$ cat src/rtl/wiper_pkg.sv
`timescale 1ns/1ps
package wiper_pkg;

   typedef enum logic {
      DIR_DOWN = 1'b0,
      DIR_UP   = 1'b1
   } step_dir_e;

   typedef struct packed {
      logic cs_n;
      logic stclk;
      logic dir;
   } pin_bundle_t;

   // Reset value of the synchronizer chain. The step clock starts low so that
   // a pin held low through reset cannot look like a falling edge.
   localparam pin_bundle_t PIN_RESET = '{cs_n: 1'b1, stclk: 1'b0, dir: 1'b0};

endpackage

$ cat src/rtl/wiper_pin_sync.sv
`timescale 1ns/1ps
module wiper_pin_sync #(
   parameter int               WIDTH     = 3,
   parameter int               STAGES    = 2,
   parameter logic [WIDTH-1:0] RESET_VAL = '0
) (
   input  logic             clk,
   input  logic             rst,
   input  logic [WIDTH-1:0] d_async,
   output logic [WIDTH-1:0] q_sync
);

   initial begin
      assert (STAGES >= 2) else $error("wiper_pin_sync: STAGES must be at least 2");
   end

   logic [WIDTH-1:0] stg [STAGES];

   genvar s;
   generate
      for (s = 0; s < STAGES; s++) begin : g_stage
         if (s == 0) begin : g_first
            always_ff @(posedge clk) begin
               if (rst) stg[s] <= RESET_VAL;
               else     stg[s] <= d_async;
            end
         end else begin : g_next
            always_ff @(posedge clk) begin
               if (rst) stg[s] <= RESET_VAL;
               else     stg[s] <= stg[s-1];
            end
         end
      end
   endgenerate

   assign q_sync = stg[STAGES-1];

endmodule

$ cat src/rtl/wiper_step_detect.sv
`timescale 1ns/1ps
module wiper_step_detect (
   input  logic clk,
   input  logic rst,
   input  logic stclk_s,
   input  logic cs_n_s,
   input  logic dir_s,
   output logic step_req,
   output logic step_up
);
   import wiper_pkg::*;

   logic prev_q;
   logic armed_q;

   always_ff @(posedge clk) begin
      if (rst) begin
         prev_q  <= 1'b0;
         armed_q <= 1'b0;
      end else begin
         prev_q  <= stclk_s;
         armed_q <= armed_q | stclk_s;
      end
   end

   assign step_req = armed_q & prev_q & ~stclk_s & ~cs_n_s;
   assign step_up  = (step_dir_e'(dir_s) == DIR_UP);

   // one falling edge yields one step request only
   p_single_step_r2: assert property (@(posedge clk) disable iff (rst)
      step_req |=> !step_req);

   // no request while the synchronized step clock is high
   p_rise_no_step_r5: assert property (@(posedge clk) disable iff (rst)
      stclk_s |-> !step_req);

endmodule

$ cat src/rtl/wiper_sat_counter.sv
`timescale 1ns/1ps
module wiper_sat_counter #(
   parameter int CODE_W     = 6,
   parameter int RESET_CODE = 32
) (
   input  logic              clk,
   input  logic              rst,
   input  logic              step_req,
   input  logic              step_up,
   output logic [CODE_W-1:0] code_d,
   output logic [CODE_W-1:0] code_q
);

   localparam logic [CODE_W-1:0] CODE_MAX = {CODE_W{1'b1}};
   localparam logic [CODE_W-1:0] CODE_MIN = '0;
   localparam logic [CODE_W-1:0] CODE_RST = CODE_W'(RESET_CODE);

   always_comb begin
      code_d = code_q;
      if (step_req) begin
         if (step_up && code_q != CODE_MAX)       code_d = code_q + CODE_W'(1);
         else if (!step_up && code_q != CODE_MIN) code_d = code_q - CODE_W'(1);
      end
   end

   always_ff @(posedge clk) begin
      if (rst) code_q <= CODE_RST;
      else     code_q <= code_d;
   end

   p_step_up_r2: assert property (@(posedge clk) disable iff (rst)
      (step_req && step_up && code_q != CODE_MAX) |=> code_q == $past(code_q) + CODE_W'(1));

   p_step_down_r3: assert property (@(posedge clk) disable iff (rst)
      (step_req && !step_up && code_q != CODE_MIN) |=> code_q == $past(code_q) - CODE_W'(1));

   p_idle_hold_r4: assert property (@(posedge clk) disable iff (rst)
      !step_req |=> $stable(code_q));

   p_no_wrap_top_r6: assert property (@(posedge clk) disable iff (rst)
      (code_q == CODE_MAX && step_up) |=> code_q == CODE_MAX);

   p_no_wrap_bottom_r7: assert property (@(posedge clk) disable iff (rst)
      (code_q == CODE_MIN && !step_up) |=> code_q == CODE_MIN);

endmodule

$ cat src/rtl/wiper_tap_decode.sv
`timescale 1ns/1ps
module wiper_tap_decode #(
   parameter int CODE_W     = 6,
   parameter int RESET_CODE = 32
) (
   input  logic                     clk,
   input  logic                     rst,
   input  logic [CODE_W-1:0]        code_d,
   output logic [(1<<CODE_W)-1:0]   tap_q,
   output logic                     at_max_q,
   output logic                     at_min_q
);

   localparam int TAPS = 1 << CODE_W;
   localparam logic [TAPS-1:0] TAP_RST = TAPS'(1) << RESET_CODE;

   logic [TAPS-1:0] tap_d;

   genvar i;
   generate
      for (i = 0; i < TAPS; i++) begin : g_tap
         assign tap_d[i] = (code_d == CODE_W'(i));
      end
   endgenerate

   always_ff @(posedge clk) begin
      if (rst) begin
         tap_q    <= TAP_RST;
         at_max_q <= (RESET_CODE == TAPS - 1);
         at_min_q <= (RESET_CODE == 0);
      end else begin
         tap_q    <= tap_d;
         at_max_q <= tap_d[TAPS-1];
         at_min_q <= tap_d[0];
      end
   end

   p_tap_onehot_r8: assert property (@(posedge clk) disable iff (rst)
      $countones(tap_q) == 1);

endmodule

$ cat src/rtl/updown_wiper_ctrl.sv
`timescale 1ns/1ps
module updown_wiper_ctrl #(
   parameter int CODE_W      = 6,
   parameter int SYNC_STAGES = 2
) (
   input  logic                   clk,
   input  logic                   rst,
   input  logic                   cs_n_pin,
   input  logic                   step_clk_pin,
   input  logic                   dir_pin,
   output logic [CODE_W-1:0]      code,
   output logic [(1<<CODE_W)-1:0] tap_sel,
   output logic                   at_max,
   output logic                   at_min
);
   import wiper_pkg::*;

   localparam int MID_CODE = 1 << (CODE_W - 1);
   localparam int PIN_W    = $bits(pin_bundle_t);

   initial begin
      assert (CODE_W >= 2 && CODE_W <= 10) else $error("updown_wiper_ctrl: CODE_W out of range");
   end

   pin_bundle_t pins_a, pins_s;
   logic        step_req, step_up;
   logic [CODE_W-1:0] code_d;

   assign pins_a = '{cs_n: cs_n_pin, stclk: step_clk_pin, dir: dir_pin};

   wiper_pin_sync #(
      .WIDTH    (PIN_W),
      .STAGES   (SYNC_STAGES),
      .RESET_VAL(PIN_RESET)
   ) sync_i (
      .clk    (clk),
      .rst    (rst),
      .d_async(pins_a),
      .q_sync (pins_s)
   );

   wiper_step_detect edge_i (
      .clk     (clk),
      .rst     (rst),
      .stclk_s (pins_s.stclk),
      .cs_n_s  (pins_s.cs_n),
      .dir_s   (pins_s.dir),
      .step_req(step_req),
      .step_up (step_up)
   );

   wiper_sat_counter #(
      .CODE_W    (CODE_W),
      .RESET_CODE(MID_CODE)
   ) cnt_i (
      .clk     (clk),
      .rst     (rst),
      .step_req(step_req),
      .step_up (step_up),
      .code_d  (code_d),
      .code_q  (code)
   );

   wiper_tap_decode #(
      .CODE_W    (CODE_W),
      .RESET_CODE(MID_CODE)
   ) dec_i (
      .clk     (clk),
      .rst     (rst),
      .code_d  (code_d),
      .tap_q   (tap_sel),
      .at_max_q(at_max),
      .at_min_q(at_min)
   );

   p_tap_at_code_r8: assert property (@(posedge clk) disable iff (rst)
      tap_sel[code]);

   p_flag_max_r9: assert property (@(posedge clk) disable iff (rst)
      at_max == (code == {CODE_W{1'b1}}));

   p_flag_min_r9: assert property (@(posedge clk) disable iff (rst)
      at_min == (code == '0));

   p_reset_mid_r1: assert property (@(posedge clk)
      $past(rst) |-> code == CODE_W'(MID_CODE));

endmodule

$ cat config.mk
export PLATFORM = sky130hd
export DESIGN_NAME = updown_wiper_ctrl
export DESIGN_NICKNAME = d
export VERILOG_FILES = /design/src/rtl/wiper_pkg.sv /design/src/rtl/wiper_pin_sync.sv /design/src/rtl/wiper_step_detect.sv /design/src/rtl/wiper_sat_counter.sv /design/src/rtl/wiper_tap_decode.sv /design/src/rtl/updown_wiper_ctrl.sv
export SDC_FILE = /design/constraint.sdc
export NUM_CORES = 1
export LEC_CHECK = 0
export BUFFER_PORTS_ARGS = -buffer_cell sky130_fd_sc_hd__buf_2
export CORE_MARGIN = 2
export CORE_UTILIZATION = 52
export DETAILED_ROUTE_END_ITERATION = 10
export PLACE_DENSITY_LB_ADDON = 0.3
export REMOVE_ABC_BUFFERS = 1
export SLEW_MARGIN = 20
export SYNTH_ARGS = -nofsm -noshare
export SYNTH_HDL_FRONTEND = slang
export SYNTH_SLANG_ARGS = --single-unit
$ cat constraint.sdc
create_clock -name clk -period 2.8 [get_ports clk]
set_input_delay 0.56 -clock clk [delete_from_list [all_inputs] [get_ports clk]]
set_output_delay 0.56 -clock clk [all_outputs]
set_load 0.1 [all_outputs]
==> results.txt, run 1 <==
CTS tree: built
Worst-Margin Slew: 0.530 ns
Antenna violations before repair: 0
Routed WL: 6450 um
Die width: 79.1 um
Max Used Layer: met4
WP data required: 3.04 ns
GR Util All Layers: 21.8%
Layout area overhead: 26.0%
Row count: 27
Most common cell after layout, fill and taps aside: dfxtp_1
DRT antenna net count: 0
Post-DR wirelength/cell: 15.9 um
DIE AREA: 6260 um2
# IOs: 77
Minimum clock period: 2.60 ns
Leakage power: 0.00149 uW
Prevailing post-synth register cell: dfxtp_1
First-pass GRT wire length: 10400 um
Worst Hold Class: primary input to register
Vias in the first global route: 2122
Largest area contributor in the netlist: dfxtp_1
Fmax: 0.384 GHz
Routability cong.: 0.856
Synth Instances: 250
H-tree depth: 3
Max-Cap Viols: 0
Vias: 2243
CTS max path bufs: 2
Synthesized cell area: 2930 um2
Crit path cell chain: inv_1 > ha_1 > or4b_4 > and2_1 > o21ai_2 > xnor2_2 > buf_12 > nor4_1
Overflow after GRT: 0
Number of port buffers: 76
Relative slew margins: 64.4%
Ys async rst share: 0%
Setup Skew: 0.0120 ns
RSZ-0062 raised after global routing: no
Length of routed met3 wiring: 412 um
Clock transition at path regs: 0.08 ns
Share of layout cells above drive strength 1: 47.0%
Drt initial violations: 105
Post-synth cell types: 53
Drt pass-1 iters: 6
DRC violations left: 0
Startpoint types: register
Number of synthesis warnings: 0
DP HPWL: 4240 um
CP max-delay cell: or4b_4
Worst VDD drop: 0.000318 V
Yosys reg bits: 78
Core area: 5470 um2
Finish-stage setup viols: 0
Syn Area/Cell: 11.7 um2
Sequential element share of the synthesized area: 53.2%
Critical Path End Type: register
Most frequent cells in the layout: dfxtp_1 (77), buf_2 (76), nor4_1 (44), nor4_2 (20), buf_4 (16)
Synth top area cells: dfxtp_1 (53%), nor4_1 (9.4%), nor4_2 (8.5%)
Root Driver: clkbuf_8
Met2 wire len: 3060 um
Synth top area share: 53.2%
Diodes inserted: 0
Pins Over Slew Limit: 0
Num CTS Buffers: 9
Final period util: 92.9%
Final hold vios: 0
Layout Nets: 337
Vias/cell: 5.52
CP Class: register to register
Worst Path Arrival: 2.85 ns
Critical path's largest stage delay: 0.50 ns
Setup TNS: 0 ns
Pin count of the biggest net entering global routing: 33
Post-synth EDFFs: 0
Die Y: 79.1 um
Outcome: finished, final reports clean
M1 wire length: 2850 um
Clk_lat worst skew: 0.35 ns
Cell area power density: 561 nW/um2
Clock net sink count: 78
Initial core utilization: 53.6%
Crit-path max FO: 25
WHS: 0.395 ns
Fin util: 67.5%
## path summary, 6_finish.rpt
kind                         start                to  slack [ns]  cells after the start
hold reg to reg   sync_i.stg[0][2]  sync_i.stg[1][2]        0.41                      1
hold / removal            cs_n_pin  sync_i.stg[0][2]        0.39                      2
setup reg to reg   cnt_i.code_q[0]   dec_i.tap_q[50]        0.20                      8
setup / recovery   cnt_i.code_q[0]   dec_i.tap_q[50]        0.20                      8
## through the flow
stage | total power, uW | instance area, um2 | instances | setup WS [ns]
6_report | 2070 | 3690 | 406 | 0.199
5_1_grt | 2140 | 3690 | 406 | 0.0729
2_1_floorplan | 1160 | 2770 | 222 | -1.73
3_5_place_dp | 1170 | 3450 | 388 | 0.125
4_1_cts | 2090 | 3670 | 404 | 0.0982
3_3_place_gp | 1170 | 3450 | 388 | 0.217
## layout make-up
class | instances | area [um2]
Multi-Input combinational cell | 139 | 1220
Fill cell | 453 | 1780
Sequential cell | 78 | 1560
Clock buffer | 10 | 128
Inverter | 5 | 18.8
Clock inverter | 6 | 92.6
Tap cell | 72 | 90.1
Timing Repair Buffer | 96 | 581
## what timing repair did
action / CTS / global route
setup buffers: 0 / 2
endpoints found under the hold margin: 0 / 0
hold buffers: 0 / 0
endpoints found under the setup margin: 0 / 13
resized for setup: 0 / 3
## kinds of logic after synthesis
family,share of synthesized area (%)
adder cells (fa/ha/maj),1.28
buffers and inverters,6.06
AO/OA/AOI/OAI,10.2
flip-flops,53.2
XOR/XNOR,1.15
multiplexers,0.683
AND/OR/NAND/NOR,27.4
## report_power, final
group,internal (uW),switching (uW)
clock network,508,414
registers,1110,4.15
logic,12.0,19.5
total,1630,438
## cells in the mapped netlist (2+ instances only)
| cell type | count |
|---|---|
| a2111o_1 | 2 |
| a21oi_1 | 3 |
| a32oi_2 | 3 |
| and4_4 | 2 |
| buf_2 | 19 |
| buf_4 | 2 |
| buf_6 | 3 |
| clkbuf_1 | 4 |
| dfxtp_1 | 78 |
| ha_1 | 3 |
| inv_1 | 5 |
| mux2i_1 | 2 |
| nand2_1 | 2 |
| nand3_1 | 3 |
| nor2_1 | 9 |
| nor2b_1 | 5 |
| nor3_1 | 2 |
| nor4_1 | 44 |
| nor4_2 | 20 |
| o21ai_0 | 3 |
| or2_2 | 2 |
| or4b_4 | 2 |
| xnor2_1 | 2 |
## sequential cells by signal, indices dropped and copies added (netlist names)
signal and flops:
cnt_i.code_q 6, dec_i.at_max_q 1, dec_i.tap_q 63, edge_i.armed_q 1
edge_i.prev_q 1, sync_i.stg 6
## critical path, delay by kind of cell (launching register included)
kind	cells	cell delay, ns
flip-flops	1	0.38
buffers and inverters	2	0.42
AO/OA/AOI/OAI	1	0.31
XOR/XNOR	1	0.22
AND/OR/NAND/NOR	3	0.96
adder cells (fa/ha/maj)	1	0.21
## layer usage
layer  global-route usage, %  vias to the layer above
met5                       0                        -
met4                    9.48                        0
met3                    7.27                       10
met2                    33.0                       74
met1                    28.3                     1055
li1                        -                     1104
Power figures use the tool's default switching activity.
==> run 2: changes to the inputs <==
--- a/config.mk
+++ b/config.mk
@@ -7,11 +7,12 @@
 export LEC_CHECK = 0
 export BUFFER_PORTS_ARGS = -buffer_cell sky130_fd_sc_hd__buf_2
 export CORE_MARGIN = 2
-export CORE_UTILIZATION = 52
+export CORE_UTILIZATION = 50
 export DETAILED_ROUTE_END_ITERATION = 10
 export PLACE_DENSITY_LB_ADDON = 0.3
 export REMOVE_ABC_BUFFERS = 1
 export SLEW_MARGIN = 20
 export SYNTH_ARGS = -nofsm -noshare
 export SYNTH_HDL_FRONTEND = slang
+export SYNTH_HIERARCHICAL = 1
 export SYNTH_SLANG_ARGS = --single-unit
==> results.txt, run 2 <==
Clock net sink count: 78
Worst Hold Class: primary input to register
WP data required: 3.08 ns
Cell Count, Final, Fillers Out: 399
Finish-stage setup viols: 0
Setup Skew: 0.00848 ns
Crit path cell chain: and4bb_2 > or4b_4 > nor3b_2 > a31oi_1 > xnor2_1 > or3b_1 > buf_4 > nor2_1
Die width: 75.6 um
DP Cell Count: 383
Root Driver: clkbuf_8
Prevailing post-synth register cell: dfxtp_1
First-pass GRT wire length: 7710 um
Num CTS Buffers: 9
Drt pass-1 iters: 6
Layout area overhead: 26.2%
Yosys reg bits: 78
Layout Nets: 332
Synth top area share: 60.9%
Synth top area cells: dfxtp_1 (61%), nor2_1 (10%), nand4bb_1 (2.6%)
Critical Path End Type: register
Synth cell count leaders: dfxtp_1 (78), nor2_1 (69), nor2b_1 (8)
Row count: 26
CTS tree: built
Die Y: 75.6 um
Vias: 1959
Syn Area/Cell: 10.5 um2
Final hold vios: 0
Share of layout cells above drive strength 1: 35.6%
Max-Cap Viols: 0
Routability cong.: 0.929
Vias/cell: 4.91
Initial core utilization: 51.1%
Synthesized cell area: 2560 um2
Most flop-heavy register: dec_i/tap_q
WP buf/inv: 1
Core area: 5010 um2
# fillers: 439
Post-synth cell types: 49
Synth Instances: 245
Number of synthesis warnings: 6
Reg2reg end: dec_i/tap_q[27]
Fmax: 0.378 GHz
CTS Hold Bufs: 0
Clock transition at path regs: 0.08 ns
RSZ-0062 raised after global routing: no
Setup TNS: 0 ns
DRT antenna net count: 0
CP max-delay cell: or3b_1
Leakage power: 0.00147 uW
Max FFs per register: 64
CTS max path bufs: 2
Ys async rst share: 0%
Relative slew margins: 66.6%
Pin count of the biggest net entering global routing: 23
Reg2Reg Launch Point: sync_i/stg[1][1]
Largest area contributor in the netlist: dfxtp_1
Worst-Margin Slew: 0.504 ns
Routed WL: 5160 um
# IOs: 77
DRC violations left: 0
Fin util: 64.6%
Startpoint types: register
Antenna violations before repair: 0
R2R setup slack: 0.15 ns
Reg2reg path depth: 8
Crit path capture: dec_i/tap_q[27]
Cts repair resizes: 0
GR Util All Layers: 18.3%
Drt initial violations: 72
Clk_lat worst skew: 0.35 ns
Minimum clock period: 2.65 ns
Post-synth EDFFs: 0
CP delay by family, top: simple AND/OR/NAND/NOR gates
H-tree depth: 3
Diodes inserted: 0
Outcome: finished, final reports clean
Setup crit start: sync_i/stg[1][1]
Number of port buffers: 76
Post-DR wirelength/cell: 12.9 um
DP HPWL: 3590 um
Stages on the worst setup path: 8
Worst VDD drop: 0.000319 V
Setup Buffers After CTS: 0
DIE AREA: 5710 um2
Most common cell after layout, fill and taps aside: dfxtp_1
Overflow after GRT: 0
Top-count cell post-synth: dfxtp_1
Most frequent cells in the layout: dfxtp_1 (77), buf_2 (76), nor2_1 (69), clkbuf_8 (10), buf_4 (9)
Worst Path Arrival: 2.92 ns
Critical path's largest stage delay: 0.54 ns
Pins Over Slew Limit: 0
Sequential element share of the synthesized area: 60.9%
Vias in the first global route: 1642
Final period util: 94.6%
Cell area power density: 616 nW/um2
Total power: 1990 uW
Top Registers: dec_i/tap_q x64, cnt_i/code_q x6, sync_i/stg x6
Crit-path max FO: 7
CP Class: register to register
run 2: cell type report:
type / instances / area (um2) / share of cell area, %
sequential: 78 / 1560 / 48.3
multi-input combinational: 145 / 912 / 28.2
timing repair buffer: 85 / 448 / 13.8
clock buffer: 10 / 138 / 4.26
tap: 70 / 87.6 / 2.71
clock inverter: 6 / 67.6 / 2.09
inverter: 5 / 18.8 / 0.580
run 2: kinds of logic after synthesis:
family                   after synthesis  synth area share (%)
buffers and inverters                 22                  4.20
flip-flops                            78                  60.9
AO/OA/AOI/OAI                         22                  6.20
multiplexers                           3                  1.27
XOR/XNOR                               3                  1.03
AND/OR/NAND/NOR                      114                  24.9
adder cells (fa/ha/maj)                3                  1.46
run 2: worst min-delay path by stage:
stage	depth (start not counted)	startpoint	end	slack (ns)
after CTS	2	cs_n_pin	sync_i/stg[0][2]	0.38
after detailed placement	1	sync_i/stg[0][2]	sync_i/stg[1][2]	0.40
after floorplan	1	sync_i/stg[0][2]	sync_i/stg[1][2]	0.38
after global placement	1	sync_i/stg[0][2]	sync_i/stg[1][2]	0.39
after global routing	2	cs_n_pin	sync_i/stg[0][2]	0.38
final	2	cs_n_pin	sync_i/stg[0][2]	0.39
run 2: through the flow:
stage	hold slack [ns]	area [um2]	worst slack, ns
3_5_place_dp	0.396	3010	0.0696
6_report	0.393	3230	0.152
4_1_cts	0.382	3210	0.0430
2_1_floorplan	0.383	2470	-0.516
5_1_grt	0.378	3230	0.0218
3_3_place_gp	0.387	3010	0.143
run 2: metal layers:
layer / vias up / track usage (%) / wire length (um)
met5: - / 0 / 0
met4: 0 / 5.65 / 46
met3: 6 / 6.88 / 372
met2: 69 / 28.8 / 2430
met1: 914 / 23.5 / 2310
li1: 970 / - / -
run 2: power by group:
group	switching [uW]	internal (uW)	leakage (uW)	total, uW
Combinational	14.9	9.89	0.000740	24.8
Clock	411	441	0.0000993	852
Sequential	2.92	1110	0.000630	1120
Total	429	1560	0.00147	1990
==> run 3: changes to the inputs <==
--- a/config.mk
+++ b/config.mk
@@ -7,9 +7,9 @@
 export LEC_CHECK = 0
 export BUFFER_PORTS_ARGS = -buffer_cell sky130_fd_sc_hd__buf_2
 export CORE_MARGIN = 2
-export CORE_UTILIZATION = 50
+export CORE_UTILIZATION = 54
 export DETAILED_ROUTE_END_ITERATION = 10
-export PLACE_DENSITY_LB_ADDON = 0.3
+export PLACE_DENSITY = 0.83
 export REMOVE_ABC_BUFFERS = 1
 export SLEW_MARGIN = 20
 export SYNTH_ARGS = -nofsm -noshare
==> constraint.sdc (replaced) <==
create_clock -name clk -period 3.14 [get_ports clk]
set_input_delay 0.628 -clock clk [delete_from_list [all_inputs] [get_ports clk]]
set_output_delay 0.628 -clock clk [all_outputs]
set_load 0.1 [all_outputs]
==> results.txt, run 3 (synthesis gave the netlist of run 2 again) <==
DRT antenna net count: 0
Hold Crit Depth: 1
Overflow after GRT: 0
Most common cell after layout, fill and taps aside: dfxtp_1
Hold wc startpoint: sync_i/stg[0][2]
Vias in the first global route: 1658
Max FFs per register: 64
Worst Path Arrival: 2.98 ns
Pin count of the biggest net entering global routing: 23
Max-Cap Viols: 0
Clk_lat worst skew: 0.34 ns
Clock net sink count: 78
# fillers: 356
Root Driver: clkbuf_8
Outcome: finished, final reports clean
CTS tree: built
Sequential Power Share: 50.2%
Top Registers: dec_i/tap_q x64, cnt_i/code_q x6, sync_i/stg x6
RSZ-0062 raised after global routing: no
DRC violations left: 0
Share of layout cells above drive strength 1: 32.9%
GR Util All Layers: 19.0%
Post-DP Area: 2940 um2
First-pass GRT wire length: 7610 um
CP Class: register to register
Fmax: 0.367 GHz
Clock transition at path regs: 0.08 ns
Final hold vios: 0
Layout area overhead: 25.4%
Die Y: 72.9 um
DIE AREA: 5310 um2
Critical Path End Type: register
Pins Over Slew Limit: 0
Pint: 1610 uW
Total power: 1980 uW
H-tree depth: 3
Layout Nets: 325
Core area: 4660 um2
Drt pass-1 iters: 5
# IOs: 77
Cts repair resizes: 0
Num CTS Buffers: 9
Most flop-heavy register: dec_i/tap_q
Leakage power: 0.00147 uW
Drt initial violations: 54
Most frequent cells in the layout: dfxtp_1 (78), buf_2 (76), nor2_1 (69), clkbuf_8 (9), nor2b_1 (8)
Sw Pwr: 369 uW
Diodes inserted: 0
Minimum clock period: 2.72 ns
Clk network pwr share: 48.8%
Row count: 25
Reg2Reg Launch Point: sync_i/stg[1][1]
Routed WL: 4900 um
DP HPWL: 3290 um
Antenna violations before repair: 0
Worst hold endpoint: sync_i/stg[1][2]
Final period util: 86.8%
Worst Hold Class: register to register
Worst-Margin Slew: 0.731 ns
Reg2reg end: dec_i/tap_q[50]
Relative slew margins: 51.1%
Post-DR wirelength/cell: 13.0 um
Routability cong.: 0.885
R2R setup slack: 0.42 ns
Number of port buffers: 76
Initial core utilization: 55.0%
Final Instance Area: 3210 um2
Finish-stage setup viols: 0
Vias: 1908
Die width: 72.9 um
Vias/cell: 5.07
Setup Buffers After CTS: 0
CTS Hold Bufs: 0
Cell area power density: 617 nW/um2
Switching Share: 18.6%
Startpoint types: register
Worst VDD drop: 0.000381 V
Reg2reg path depth: 7
Setup Skew: 0.0111 ns
WP data required: 3.39 ns
CTS max path bufs: 2
Combinational power share: 1.1%
Crit-path max FO: 16
==> run 3: cell count changes in the layout (fill, tap and decap cells not counted), sizes merged <==
cell	previous run	this run
clkinvlp	2	0
buf	85	78
bufinv	1	4
clkbuf	10	9
clkinv	1	2
inv	7	6
==> run 3: power groups by stage <==
stage               logic [uW]  clock network [uW]  registers, uW
global route              23.3                1020            996
floorplan                 11.1                   0           1020
global placement          20.8                   0           1020
detailed placement        21.5                   0           1020
finish                    21.1                 967            995
CTS                       21.5                 986            995
==> run 3: metal layers <==
metal	up-vias	part of all wire [%]	track usage, %
met4	0	1.2	8.02
met1	867	46	23.6
met5	-	0	0
met3	6	6.3	6.77
met2	79	47	30.1
li1	956	-	-
==> run 3: per-stage QoR <==
| stage | utilization, % | setup TNS (ns) | hold slack (ns) | std cells | setup WS, ns |
|---|---|---|---|---|---|
| 2_1_floorplan | - | -1.61 | 0.383 | 228 | -0.176 |
| 3_3_place_gp | 63.0 | 0 | 0.387 | 360 | 0.407 |
| 3_5_place_dp | 63.0 | 0 | 0.416 | 360 | 0.241 |
| 4_1_cts | 68.8 | 0 | 0.435 | 376 | 0.214 |
| 5_1_grt | 68.9 | 0 | 0.435 | 376 | 0.194 |
| 6_report | 68.9 | 0 | 0.426 | 376 | 0.416 |
==> run 3: worst max-delay path, stage by stage (launching register included) <==
cell and delay (ns):
dfxtp_1 0.32, and4bb_2 0.37, or4b_4 0.51, nor3b_2 0.19
a31oi_1 0.09, xnor2_1 0.30, nand3b_1 0.57, nor2_1 0.29
==> run 3: area by class of cell <==
| type | instances | area (um2) | share of cell area, % |
|---|---|---|---|
| timing repair buffer | 78 | 395 | 12.3 |
| clock inverter | 7 | 145 | 4.52 |
| inverter | 5 | 18.8 | 0.584 |
| sequential | 78 | 1560 | 48.6 |
| clock buffer | 9 | 124 | 3.86 |
| tap | 54 | 67.6 | 2.10 |
| multi-input combinational | 145 | 901 | 28.0 |
==> run 3: worst max path at each step <==
stage | startpoint | to | slack [ns] | cells past startpoint
global route | cnt_i/code_q[0] | dec_i/tap_q[17] | 0.19 | 8
floorplan | cnt_i/code_q[0] | dec_i/tap_q[18] | -0.18 | 8
CTS | cnt_i/code_q[0] | dec_i/tap_q[17] | 0.21 | 8
finish | sync_i/stg[1][1] | dec_i/tap_q[50] | 0.42 | 7
detailed placement | cnt_i/code_q[0] | dec_i/tap_q[17] | 0.24 | 8
global placement | cnt_i/code_q[0] | dec_i/tap_q[1] | 0.41 | 8
